$ cat config.mk
export PLATFORM = sky130hd
export DESIGN_NAME = ocp_hiccup_ctrl
export DESIGN_NICKNAME = d
export VERILOG_FILES = /design/src/rtl/ocp_pkg.sv /design/src/rtl/ocp_blank.sv /design/src/rtl/ocp_cnt.sv /design/src/rtl/ocp_seq.sv /design/src/rtl/ocp_hiccup_ctrl.sv
export SDC_FILE = /design/constraint.sdc
export NUM_CORES = 1
export LEC_CHECK = 0
export BUFFER_PORTS_ARGS = -buffer_cell sky130_fd_sc_hd__buf_2
export CORE_MARGIN = 1.5
export CORE_UTILIZATION = 54
export DETAILED_ROUTE_END_ITERATION = 8
export GPL_TIMING_DRIVEN = 0
export PLACE_DENSITY = 0.79
export SLEW_MARGIN = 5
export SYNTH_ARGS = -nofsm -noshare
export SYNTH_HDL_FRONTEND = slang
export SYNTH_HIERARCHICAL = 1
export SYNTH_SLANG_ARGS = --single-unit
$ cat constraint.sdc
create_clock -name clk -period 5.5 [get_ports clk]
set_input_delay 0.825 -clock clk [delete_from_list [all_inputs] [get_ports clk]]
set_output_delay 0.825 -clock clk [all_outputs]
set_load 0.02 [all_outputs]
$ cat src/rtl/ocp_pkg.sv
// Package: shared types for the overcurrent hiccup controller.
// Assumes: four controller states, encoded in two bits.
package ocp_pkg;
    typedef enum logic [1:0] {
        ST_OFF   = 2'd0,
        ST_RUN   = 2'd1,
        ST_FAULT = 2'd2,
        ST_NEG   = 2'd3
    } ocp_state_e;
endpackage

$ cat src/rtl/ocp_blank.sv
// Module: ocp_blank
// Keeps high-side drive blanked for the rest of a switching cycle
// once an overcurrent trip has been seen in it.
// Assumes: oc_in is already qualified by the running state; a trip in
// the same clock as cyc_start belongs to the new cycle.
module ocp_blank (
    input  logic clk,
    input  logic rst_n,
    input  logic en,
    input  logic cyc_start,
    input  logic oc_in,
    output logic blank_q
);
    // Purpose: set on a trip, clear at the next cycle start.
    always_ff @(posedge clk) begin
        if (!rst_n || !en)
            blank_q <= 1'b0;
        else if (oc_in)
            blank_q <= 1'b1;
        else if (cyc_start)
            blank_q <= 1'b0;
    end

    a_r1_blank_sets : assert property (@(posedge clk) disable iff (!rst_n)
        (en && oc_in) |=> blank_q);
endmodule

$ cat src/rtl/ocp_cnt.sv
// Module: ocp_cnt
// Counts consecutive switching cycles that contained an overcurrent
// trip, saturating at LIMIT, and keeps the condition flag.
// Assumes: blank_q reports whether the current cycle has tripped; the
// count is frozen whenever act is low.
module ocp_cnt #(
    parameter int LIMIT = 17,
    localparam int CW = $clog2(LIMIT + 1)
) (
    input  logic          clk,
    input  logic          rst_n,
    input  logic          clr,
    input  logic          act,
    input  logic          cyc_start,
    input  logic          oc_in,
    input  logic          blank_q,
    output logic [CW-1:0] cnt_q,
    output logic          cond_q,
    output logic          hit
);
    logic [CW-1:0] base;
    logic [CW-1:0] cnt_nxt;

    // Purpose: work out the next count from cycle boundaries and trips.
    always_comb begin
        base = (cyc_start && !blank_q) ? '0 : cnt_q;
        if (oc_in && (cyc_start || !blank_q) && (base < CW'(LIMIT)))
            base = base + 1'b1;
        if (clr)
            cnt_nxt = '0;
        else if (act)
            cnt_nxt = base;
        else
            cnt_nxt = cnt_q;
    end

    // Purpose: register the count and the condition flag.
    always_ff @(posedge clk) begin
        if (!rst_n) begin
            cnt_q  <= '0;
            cond_q <= 1'b0;
        end else begin
            cnt_q  <= cnt_nxt;
            cond_q <= (cnt_nxt != '0);
        end
    end

    assign hit = (cnt_q == CW'(LIMIT));

    a_r4_no_overflow : assert property (@(posedge clk) disable iff (!rst_n)
        cnt_q <= CW'(LIMIT));
    a_r2_first_trip : assert property (@(posedge clk) disable iff (!rst_n)
        (act && !clr && !cyc_start && oc_in && !blank_q && cnt_q == '0)
        |=> (cnt_q == CW'(1) && cond_q));
    a_r3_clean_clears : assert property (@(posedge clk) disable iff (!rst_n)
        (act && cyc_start && !blank_q && !oc_in) |=> (cnt_q == '0 && !cond_q));
endmodule

$ cat src/rtl/ocp_seq.sv
// Module: ocp_seq
// Channel sequencer: idle, running, hiccup fault wait and reverse-current
// recovery. Counts soft-start periods during the fault wait.
// Assumes: ss_done is a one-clock pulse; WAIT_SS is at least 1.
module ocp_seq
    import ocp_pkg::*;
#(
    parameter int WAIT_SS = 4,
    localparam int WW = $clog2(WAIT_SS + 1)
) (
    input  logic       clk,
    input  logic       rst_n,
    input  logic       en,
    input  logic       hit,
    input  logic       ss_done,
    input  logic       neg_oc,
    input  logic       in_reg,
    output ocp_state_e state_q,
    output logic       restart_q,
    output logic       clr_cnt
);
    ocp_state_e    st_nxt;
    logic          restart_nxt;
    logic [WW-1:0] wait_q;
    logic          wait_last;

    assign wait_last = ss_done && (wait_q == WW'(WAIT_SS - 1));

    // Purpose: choose the next state, restart pulse and count clear.
    always_comb begin
        st_nxt      = state_q;
        restart_nxt = 1'b0;
        clr_cnt     = 1'b0;
        if (!en) begin
            st_nxt  = ST_OFF;
            clr_cnt = 1'b1;
        end else begin
            case (state_q)
                ST_OFF: begin
                    st_nxt      = ST_RUN;
                    restart_nxt = 1'b1;
                end
                ST_RUN: begin
                    if (hit)
                        st_nxt = ST_FAULT;
                    else if (neg_oc)
                        st_nxt = ST_NEG;
                end
                ST_FAULT: begin
                    if (wait_last) begin
                        st_nxt      = ST_RUN;
                        restart_nxt = 1'b1;
                        clr_cnt     = 1'b1;
                    end
                end
                ST_NEG: begin
                    if (in_reg) begin
                        st_nxt      = ST_RUN;
                        restart_nxt = 1'b1;
                    end
                end
                default: st_nxt = ST_OFF;
            endcase
        end
    end

    // Purpose: hold state and the one-cycle restart request.
    always_ff @(posedge clk) begin
        if (!rst_n) begin
            state_q   <= ST_OFF;
            restart_q <= 1'b0;
        end else begin
            state_q   <= st_nxt;
            restart_q <= restart_nxt;
        end
    end

    // Purpose: count soft-start periods while waiting in fault.
    always_ff @(posedge clk) begin
        if (!rst_n || state_q != ST_FAULT || !en)
            wait_q <= '0;
        else if (ss_done && !wait_last)
            wait_q <= wait_q + 1'b1;
    end

    a_r5_fault_holds : assert property (@(posedge clk) disable iff (!rst_n)
        (state_q == ST_FAULT && en && !ss_done) |=> state_q == ST_FAULT);
    a_r6_neg_holds : assert property (@(posedge clk) disable iff (!rst_n)
        (state_q == ST_NEG && en && !in_reg) |=> state_q == ST_NEG);
    a_r7_disable_idle : assert property (@(posedge clk) disable iff (!rst_n)
        !en |=> (state_q == ST_OFF && !restart_q));
    a_r5_restart_single : assert property (@(posedge clk) disable iff (!rst_n)
        restart_q |=> !restart_q);
endmodule

$ cat src/rtl/ocp_hiccup_ctrl.sv
// Module: ocp_hiccup_ctrl (top)
// Per-channel overcurrent supervisor: cycle blanking, consecutive trip
// counting, hiccup retry timed in soft-start periods, and the
// reverse-current high-impedance/discharge path.
// Assumes: cyc_start and ss_done are one-clock pulses; comparator flags
// are already synchronous to clk.
module ocp_hiccup_ctrl
    import ocp_pkg::*;
#(
    parameter int FAULT_LIMIT = 17,
    parameter int HICCUP_SS   = 4,
    localparam int CW = $clog2(FAULT_LIMIT + 1)
) (
    input  logic clk,
    input  logic rst_n,
    input  logic en,
    input  logic cyc_start,
    input  logic oc_flag,
    input  logic neg_oc_flag,
    input  logic in_reg,
    input  logic ss_done,
    output logic hs_gate_en,
    output logic tristate_req,
    output logic discharge_req,
    output logic fault_flag,
    output logic oc_cond_flag,
    output logic ss_restart_req
);
    ocp_state_e    state;
    logic          running;
    logic          oc_run;
    logic          blank_q;
    logic [CW-1:0] cnt;
    logic          hit;
    logic          clr_cnt;

    assign running = (state == ST_RUN);
    assign oc_run  = oc_flag && running;

    ocp_blank u_blank (
        .clk       (clk),
        .rst_n     (rst_n),
        .en        (en),
        .cyc_start (cyc_start),
        .oc_in     (oc_run),
        .blank_q   (blank_q)
    );

    ocp_cnt #(.LIMIT(FAULT_LIMIT)) u_cnt (
        .clk       (clk),
        .rst_n     (rst_n),
        .clr       (clr_cnt),
        .act       (running),
        .cyc_start (cyc_start),
        .oc_in     (oc_run),
        .blank_q   (blank_q),
        .cnt_q     (cnt),
        .cond_q    (oc_cond_flag),
        .hit       (hit)
    );

    ocp_seq #(.WAIT_SS(HICCUP_SS)) u_seq (
        .clk       (clk),
        .rst_n     (rst_n),
        .en        (en),
        .hit       (hit),
        .ss_done   (ss_done),
        .neg_oc    (neg_oc_flag),
        .in_reg    (in_reg),
        .state_q   (state),
        .restart_q (ss_restart_req),
        .clr_cnt   (clr_cnt)
    );

    // Purpose: derive the drive-side outputs from state and blanking.
    always_comb begin
        hs_gate_en    = running && !blank_q && !oc_flag;
        tristate_req  = (state == ST_NEG);
        discharge_req = (state == ST_NEG);
        fault_flag    = (state == ST_FAULT);
    end

    a_r1_off_rest_of_cycle : assert property (@(posedge clk) disable iff (!rst_n)
        (oc_flag && running) |=> !hs_gate_en);
    a_r6_exclusive : assert property (@(posedge clk) disable iff (!rst_n)
        $onehot0({hs_gate_en, tristate_req, fault_flag}));
    a_r4_fault_gate_off : assert property (@(posedge clk) disable iff (!rst_n)
        (running && hit) |=> !hs_gate_en);
endmodule

Word level (Yosys, flattened, before mapping). Index checks and enable logic that the tools add are counted.

Register bits after elaboration: 13. Latch bits: 0. RAM bits: 0. ROM bits: 0. Bits of input ports: 8. Output and inout bits: 6. Memories: 0.

Add/sub/neg operators: 2. Multiply operators: 0. Divide/modulo/power cells: 0. Magnitude comparators: 1. Equal/unequal tests: 9. Shift-type cells: 0. Mux-type cells: 16. Bitwise logic cells: 0. Reduce and logical (&&, ||, !) cells: 22.

Operators with widths (number): 2-to-1 mux 5 bit (4); logical AND 1 bit (8); 2-to-1 mux 2 bit (4); one-hot mux 2 bit (4 select lines) (1); 2-to-1 mux 1 bit (6); adder 5 x 1 -> 5 bit (second input constant) (1); == test 5 bit (second input constant) (1); zero test 1 bit (5); less-than comparator 5 bit (second input constant) (1); nonzero test 5 bit (1); == test 2 bit (second input constant) (2); logical OR 1 bit (4); != test 2 bit (second input constant) (2); adder 3 x 1 -> 3 bit (second input constant) (1); == test 3 x 2 -> 1 bit (second input constant) (1); != test 3 x 2 -> 1 bit (second input constant) (1); one-hot mux 1 bit (3 select lines) (1); AND reduction 3 bit (1); == test 2 x 1 -> 1 bit (second input constant) (1); zero test 2 bit (1); != test 2 x 1 -> 1 bit (second input constant) (1); AND reduction 2 bit (1); nonzero test 2 bit (1).

Longest topological paths before layout. Gate-level depths: netlist (run 1).

Word-level depth: 9. Mapped depth: 8. Mapped depth without buffers: 8.

Modules after synthesis. The synthesis (run 1) kept the hierarchy.

Modules (own cells, without submodules): ocp_cnt (times used 1, cells an instance 69, area each 541.8 sq um); ocp_seq (times used 1, cells an instance 32, area each 306.5 sq um); ocp_hiccup_ctrl (times used 1, cells an instance 6, area each 52.6 sq um); ocp_blank (times used 1, cells an instance 3, area each 36.3 sq um).

Worst setup path after synthesis (run 1). No wires, ideal clock.

Kind: input to output. Start: input port oc_flag. End: output port hs_gate_en. Arrival time: 1.282 ns. Data required time: 4.675 ns. Setup slack: 3.393 ns. Stages on the path: 1. Path buffers: 0. Cell sequence: nor4b_2.

Word-level cells in the longest chain between the ends: 2.

Ends and longest elaborated chain: start, declared (RTL line ocp_hiccup_ctrl.sv:18) `input logic oc_flag,`; zero test 1 bit (RTL line ocp_hiccup_ctrl.sv:77) `hs_gate_en = running && !blank_q && !oc_flag;`; logical AND 1 bit (RTL line ocp_hiccup_ctrl.sv:77); end, declared (RTL line ocp_hiccup_ctrl.sv:22) `output logic hs_gate_en,`.

Every way passes these cells.

Final worst setup path (run 1).
Start: input port oc_flag. End: register u_cnt.cond_q.

Word-level cells in the longest chain between the ends: 7.

Ends and longest elaborated chain: logical AND 1 bit (RTL line ocp_hiccup_ctrl.sv:38) `assign oc_run = oc_flag && running;`; net oc_run (RTL line ocp_hiccup_ctrl.sv:31) `logic oc_run;`; logical AND 1 bit (2 in series) (RTL line ocp_cnt.sv:27) `if (oc_in && (cyc_start || !blank_q) && (base < CW'(LIMIT)))`; 2-to-1 mux 5 bit (RTL line ocp_cnt.sv:27); 2-to-1 mux 5 bit (RTL line ocp_cnt.sv:31) `else if (act)`; 2-to-1 mux 5 bit (RTL line ocp_cnt.sv:29) `if (clr)`; nonzero test 5 bit (RTL line ocp_cnt.sv:44) `cond_q <= (cnt_nxt != '0);`; end signal, assigned (RTL line ocp_cnt.sv:44); end, declared (RTL line ocp_cnt.sv:18) `output logic cond_q,`.

The timed path passes the listed nets, and every way through them passes these cells. A chain may end at the register's enable or synchronous reset.

==> results of run 1 <==
[state kept, by name, summed over array words and instances (netlist names)]
register and flops:
u_blank/blank_q 1, u_cnt/cond_q 1, u_cnt/cnt_q 5, u_seq/restart_q 1
u_seq/state_q 2, u_seq/wait_q 3
[worst paths after layout]
path                                       start              end  cells after the start
worst max-delay path                     oc_flag     u_cnt/cond_q                      8
worst min-delay path             u_seq/wait_q[1]  u_seq/wait_q[1]                      2
worst max register to register  u_seq/state_q[1]     u_cnt/cond_q                      7
worst min register to register   u_seq/wait_q[1]  u_seq/wait_q[1]                      2
[synthesized netlist by cell type (4+ instances only)]
| cell | instances |
|---|---|
| a21oi_1 | 6 |
| dfxtp_1 | 13 |
| nand2_1 | 6 |
| nand3_1 | 4 |
| nor2_1 | 7 |
| nor2b_1 | 7 |
| o21ai_0 | 4 |
[per-layer routing]
metal	global-route usage [%]	share of wire, %	vias to the layer above
met4	5.45	0.40	0
met3	4.90	5.8	2
met1	31.5	47	406
met2	37.4	47	28
met5	0	0	-
li1	-	-	443
[placed cells by master, fill, tap and decap left out, drive strengths merged, types with 3 or more instances in the layout]
cell    synthesis  routed
a211oi          3       3
a21oi           6       6
a31oi           3       3
and2b           5       5
buf             5      18
clkbuf          1       5
dfxtp          13      13
ha              3       3
inv             4       4
nand2           6       6
nand2b          3       3
nand3           5       5
nor2            7       7
nor2b           8       8
nor3            3       3
o21ai           5       5
[area by class of cell]
| class | instances | share of cell area, % |
|---|---|---|
| clock buffer | 4 | 2.51 |
| buffer | 6 | 3.58 |
| tap | 16 | 1.91 |
| inverter | 4 | 1.43 |
| timing repair buffer | 13 | 6.21 |
| sequential | 13 | 24.8 |
| multi-input combinational | 87 | 59.5 |
[metrics by stage]
stage / cells / hold slack, ns
floorplan: 110 / 0.465
global placement: 139 / 0.481
detailed placement: 139 / 0.495
CTS: 143 / 0.516
global route: 143 / 0.576
finish: 143 / 0.519
[kinds of logic (layout without fill, tap and decap cells)]
group                    Yosys count  count (layout)  share of synthesized area [%]
buffers and inverters             10              27                           5.61
AND/OR/NAND/NOR                   51              51                           34.7
AO/OA/AOI/OAI                     28              28                           22.7
multiplexers                       2               2                           2.14
adder cells (fa/ha/maj)            5               5                           6.14
XOR/XNOR                           1               1                          0.935
flip-flops                        13              13                           27.8
[power by group]
| group | internal (uW) | leakage, uW | switching (uW) | total (uW) |
|---|---|---|---|---|
| Combinational | 9.68 | 0.000329 | 13.1 | 22.8 |
| Clock | 28.1 | 0.0000150 | 30.1 | 58.2 |
| Sequential | 95.3 | 0.000105 | 2.06 | 97.4 |
| Total | 133 | 0.000449 | 45.2 | 178 |
[worst min-delay path: stages (launching register included)]
cell and delay [ns]:
dfxtp_1 0.34, mux2i_1 0.07, nor2_1 0.08
==> impl_metrics.csv, run 1 <==
group,metric,value,unit
run_status,status,"finished clean",
synth,synth_cell_types,51,
synth,synth_seq_cells,13,
floorplan,pin_count,14,
global_routing,antenna_found_initial,0,
power_and_ir_drop,p_leak,0.000449,uW
floorplan,fp-row-count,14,
placement,io_buffers,13,
power_and_ir_drop,peakVddDrop,0.000101,V
timing,period_share,42.7,%
timing,worstMarginPinSlew,0.714,ns
synth,synth_area,937,sq um
clock_tree,cts_tree,"built",
synth,synth.area.top_cells,"dfxtp_1, nor2b_1, ha_1",
clock_tree,cts_buffers,3,
drt,dr.first_iter.drc_count,33,
clock_tree,post_cts_resized,0,
synth,syn_area_per_cell,8.52,sq um
clock_tree,clockBufferDepth,2,
setup_path,worstSetupStartpointType,"input port",
global_routing,grt_pass1_vias,797,
drt,drt-vias-per-instance,6.15,
clock_tree,insertion_delay,0.27,ns
timing,max_slew_margin,51.2,%
placement,dp_hpwl,1450,um
global_routing,grt_max_degree,13,
finish,final_cell_area,1050,sq um
setup_path,crit_path_end_kind,"flop",
synth,synth_top_area_share,27.8,%
finish,regArea,260,sq um
floorplan,fp.dieW,44.7,um
synth,synth-seq-area-share,27.8,%
finish,multi_input_area,624,sq um
placement,gp_congestion,0.860,
drt,dr.pass1.iters,4,
finish,utilization,67.3,%
timing,finalSetupViolCount,0,
drt,wl_per_cell,14.1,um
power_and_ir_drop,power.density,170,nW/um^2
clock_tree,holdBufCountCts,0,
timing,tns,0,ns
timing,drv_slew,0,
setup_path,slowest_stage,"a2111oi_0",
floorplan,die_height,44.7,um
floorplan,die_area,1990,sq um
finish,synthToLayoutAreaGrowth,11.9,%
timing,fin_ws,3.15,ns
setup_path,path_delay_family,"compound AO/OA/AOI/OAI gates",
synth,yosys.area.top_type,"dfxtp_1",
placement,dpl_worst_slack,2.96,ns
clock_tree,path_clk_slew,0.08,ns
drt,ant_nets,0,
floorplan,initial_core_util,60.1,%
setup_path,path_max_fanout,10,
timing,timing.final.crit_period,2.35,ns
finish,nNetsFinal,139,
timing,finalHoldViolCount,0,
global_routing,grt_use_total,23.2,%
setup_path,worst-path-buf-inv,2,
setup_path,cpMostUsedCell,"buf_2",
floorplan,core,1560,sq um
timing,skew,0.00278,ns
finish,diodes,0,
finish,fillers,144,
placement,postPlaceCellArea,1020,sq um
min_path,hold_path_class,"flop to flop",
setup_path,critical_path_required,5.69,ns
job,cap_violations,0,
global_routing,grt_pass1_wl,3420,um
drt,wirelength,2020,um
synth,yosysWarnings,6,
synth,async_flop_share,0,%
synth,synth_edf_count,0,
clock_tree,post_cts_buffers,0,
setup_path,worstPathCellList,"buf_2 > and3b_2 > buf_2 > nand4b_1 > mux2i_1 > a2111oi_0 > a211oi_1 > a31oi_1",
clock_tree,cts-htree-levels,1,
setup_path,path_class,"input port to flop",
timing,max_freq,426,MHz
setup_path,slowest_delay,0.69,ns
drt,drc,0,
setup_path,timing.reg2reg.setup_slack,3.18,ns
power_and_ir_drop,total_power,178,uW
drt,dr_total_vias,879,
synth,synth_nets,121,
setup_path,arrival,2.54,ns
synth,syn_inst,110,
synth,synth_ff_type,"dfxtp_1",
timing,rsz0062_at_grt,"false",
finish,drive_gt1_share,26.8,%
clock_tree,cts.sinks,13,
global_routing,grt_overflow,0,
clock_tree,cts_root_buf,"clkbuf_4",
Note: power is estimated with default switching activity, not from simulation.
==> inputs of run 2 (changes only) <==
--- a/config.mk
+++ b/config.mk
@@ -5,12 +5,13 @@
 export SDC_FILE = /design/constraint.sdc
 export NUM_CORES = 1
 export LEC_CHECK = 0
+export ABC_AREA = 1
 export BUFFER_PORTS_ARGS = -buffer_cell sky130_fd_sc_hd__buf_2
 export CORE_MARGIN = 1.5
 export CORE_UTILIZATION = 54
 export DETAILED_ROUTE_END_ITERATION = 8
 export GPL_TIMING_DRIVEN = 0
-export PLACE_DENSITY = 0.79
+export PLACE_DENSITY = 0.8
 export SLEW_MARGIN = 5
 export SYNTH_ARGS = -nofsm -noshare
 export SYNTH_HDL_FRONTEND = slang
==> constraint.sdc (replaced) <==
create_clock -name clk -period 2.5 [get_ports clk]
set_input_delay 0.375 -clock clk [delete_from_list [all_inputs] [get_ports clk]]
set_output_delay 0.375 -clock clk [all_outputs]
set_load 0.02 [all_outputs]
==> impl_metrics.csv, run 2 <==
group,metric,value,unit
run_status,status,"finished clean",
floorplan,die_area,1900,sq um
synth,synth_top_area_share,29.2,%
setup_path,path_max_fanout,9,
global_routing,grt_pass1_wl,2990,um
global_routing,antenna_found_initial,0,
timing,skew,0.0133,ns
floorplan,fp.dieW,43.6,um
synth,synth_area,892,sq um
clock_tree,path_clk_slew,0.09,ns
clock_tree,cts_buffers,3,
drt,dr.pass1.iters,4,
floorplan,die_height,43.6,um
floorplan,initial_core_util,58.5,%
floorplan,pin_count,14,
synth,synth_seq_cells,13,
timing,timing.final.crit_period,1.72,ns
setup_path,arrival,1.88,ns
min_path,min_from,"en",
global_routing,grt_pass1_vias,747,
setup_path,path_class,"flop to flop",
clock_tree,cts-htree-levels,1,
synth,yosysWarnings,6,
clock_tree,clockBufferDepth,2,
global_routing,grt_overflow,0,
timing,rsz0062_at_grt,"false",
timing,finalSetupViolCount,0,
clock_tree,post_cts_resized,0,
placement,dpl_worst_slack,0.731,ns
clock_tree,cts.sinks,13,
synth,synth.area.top_cells,"dfxtp_1, nand2_1, inv_1",
power_and_ir_drop,power.density,425,nW/um^2
timing,max_slew_margin,78.7,%
setup_path,crit_path_end_kind,"flop",
placement,dp_hpwl,1440,um
clock_tree,post_cts_buffers,0,
timing,max_freq,582,MHz
setup_path,worstSetupStartpointType,"flop",
synth,post-synth-top-count-cell,"nand2_1",
min_path,hold_path_class,"input port to flop",
timing,worstMarginPinSlew,0.317,ns
synth,async_flop_share,0,%
finish,synthToLayoutAreaGrowth,12.5,%
synth,synth_cell_types,27,
job,cap_violations,0,
finish,drive_gt1_share,26.7,%
clock_tree,holdBufCountCts,0,
finish,diodes,0,
drt,dr_total_vias,850,
setup_path,cp-startpoint,"u_blank/blank_q",
finish,largest_reg_flops,5,
drt,drc,0,
synth,yosys.area.top_type,"dfxtp_1",
timing,drv_slew,0,
drt,wirelength,1760,um
floorplan,core,1520,sq um
setup_path,critical_path_required,2.67,ns
finish,final_common_cell,"nand2_1",
drt,wl_per_cell,10.6,um
global_routing,grt_max_degree,10,
timing,tns,0,ns
clock_tree,cts_root_buf,"clkbuf_4",
drt,ant_nets,0,
global_routing,grt_use_total,20.6,%
timing,fin_ws,0.782,ns
finish,final_cell_mix,"nand2_1, inv_1, nor2_1",
power_and_ir_drop,p_leak,0.000510,uW
synth,synth_ff_type,"dfxtp_1",
placement,gp_congestion,0.926,
synth,synth_edf_count,0,
clock_tree,cts_tree,"built",
synth,synth_nets,144,
finish,nNetsFinal,162,
finish,largest_register,"u_cnt/cnt_q",
clock_tree,insertion_delay,0.28,ns
synth,syn_area_per_cell,6.71,sq um
synth,synth-seq-area-share,29.2,%
placement,io_buffers,13,
synth,syn_inst,133,
power_and_ir_drop,peakVddDrop,0.000294,V
timing,finalHoldViolCount,0,
synth,yosys-top-cells-count,"nand2_1, inv_1, nor2_1",
timing,period_share,68.7,%
drt,drt-vias-per-instance,5.12,
setup_path,r2r_start,"u_blank/blank_q",
floorplan,fp-row-count,14,
drt,dr.first_iter.drc_count,22,
finish,top_regs,"u_cnt/cnt_q: 5 flops, u_seq/wait_q: 3 flops, u_seq/state_q: 2 flops",
run 2: cell count changes after synthesis, sizes merged, moves of 4 or more:
cell	before	now
inv	4	23
and2b	5	0
nor2	7	20
nand2	6	38
nor2b	8	0
buf	5	1
nand3	5	12
run 2: cell type report:
cell class	count	area, sq um
timing repair buffer	13	65.1
tap	16	20.0
buffer	1	7.51
sequential	13	260
multi-input combinational	95	524
inverter	24	100
fill	143	520
clock buffer	4	26.3
run 2: routing by layer:
layer  routed length (um)  track usage (%)  vias to the layer above
li1                     -                -                      454
met1                  779             25.3                      370
met2                  886             36.5                       23
met3                   72             3.75                        3
met4                   17             6.06                        0
met5                    0                0                        -
run 2: path summary, 6_finish.rpt:
kind	to	slack, ns	cells past startpoint
worst max-delay path	u_cnt/cond_q	0.78	13
worst min-delay path	u_blank/blank_q	0.38	3
worst max register to register	u_cnt/cond_q	0.78	13
worst min register to register	u_seq/wait_q[1]	0.47	2
run 2: report_power, final:
part	internal [uW]	switching, uW	total, uW	leakage [uW]
sequential	213	6.49	220	0.000106
clock	61.9	72.9	135	0.0000150
combinational	25.9	46.3	72.2	0.000389
run 2: logic make-up (layout without fill, tap and decap cells):
family	Yosys count	after routing	synth area share [%]
fa+ha+maj	3	3	4.21
xor+xnor	1	1	0.982
flops	13	13	29.2
compound gates	14	14	9.54
buf+inv	25	42	12.1
simple gates	77	77	44.0
run 2: worst max-delay path: stages, from the launching register on:
cell	delay, ns
dfxtp_1	0.38
inv_2	0.07
nand2_4	0.12
inv_4	0.06
nor2_1	0.13
ha_1	0.21
xor2_1	0.14
nand3_1	0.08
nand2_1	0.08
nand2_1	0.06
nand2_2	0.07
nand2_1	0.05
nor2_1	0.10
nor2_1	0.04
run 2: per-stage QoR:
step	instances	area, sq um	utilization [%]	hold WS (ns)	power (uW)
finish	166	1000	65.8	0.379	427
global route	166	1000	65.8	0.376	450
CTS	166	1000	65.8	0.380	429
detailed placement	162	977	64.1	0.462	297
global placement	162	977	64.1	0.454	294
floorplan	133	892	-	0.439	276
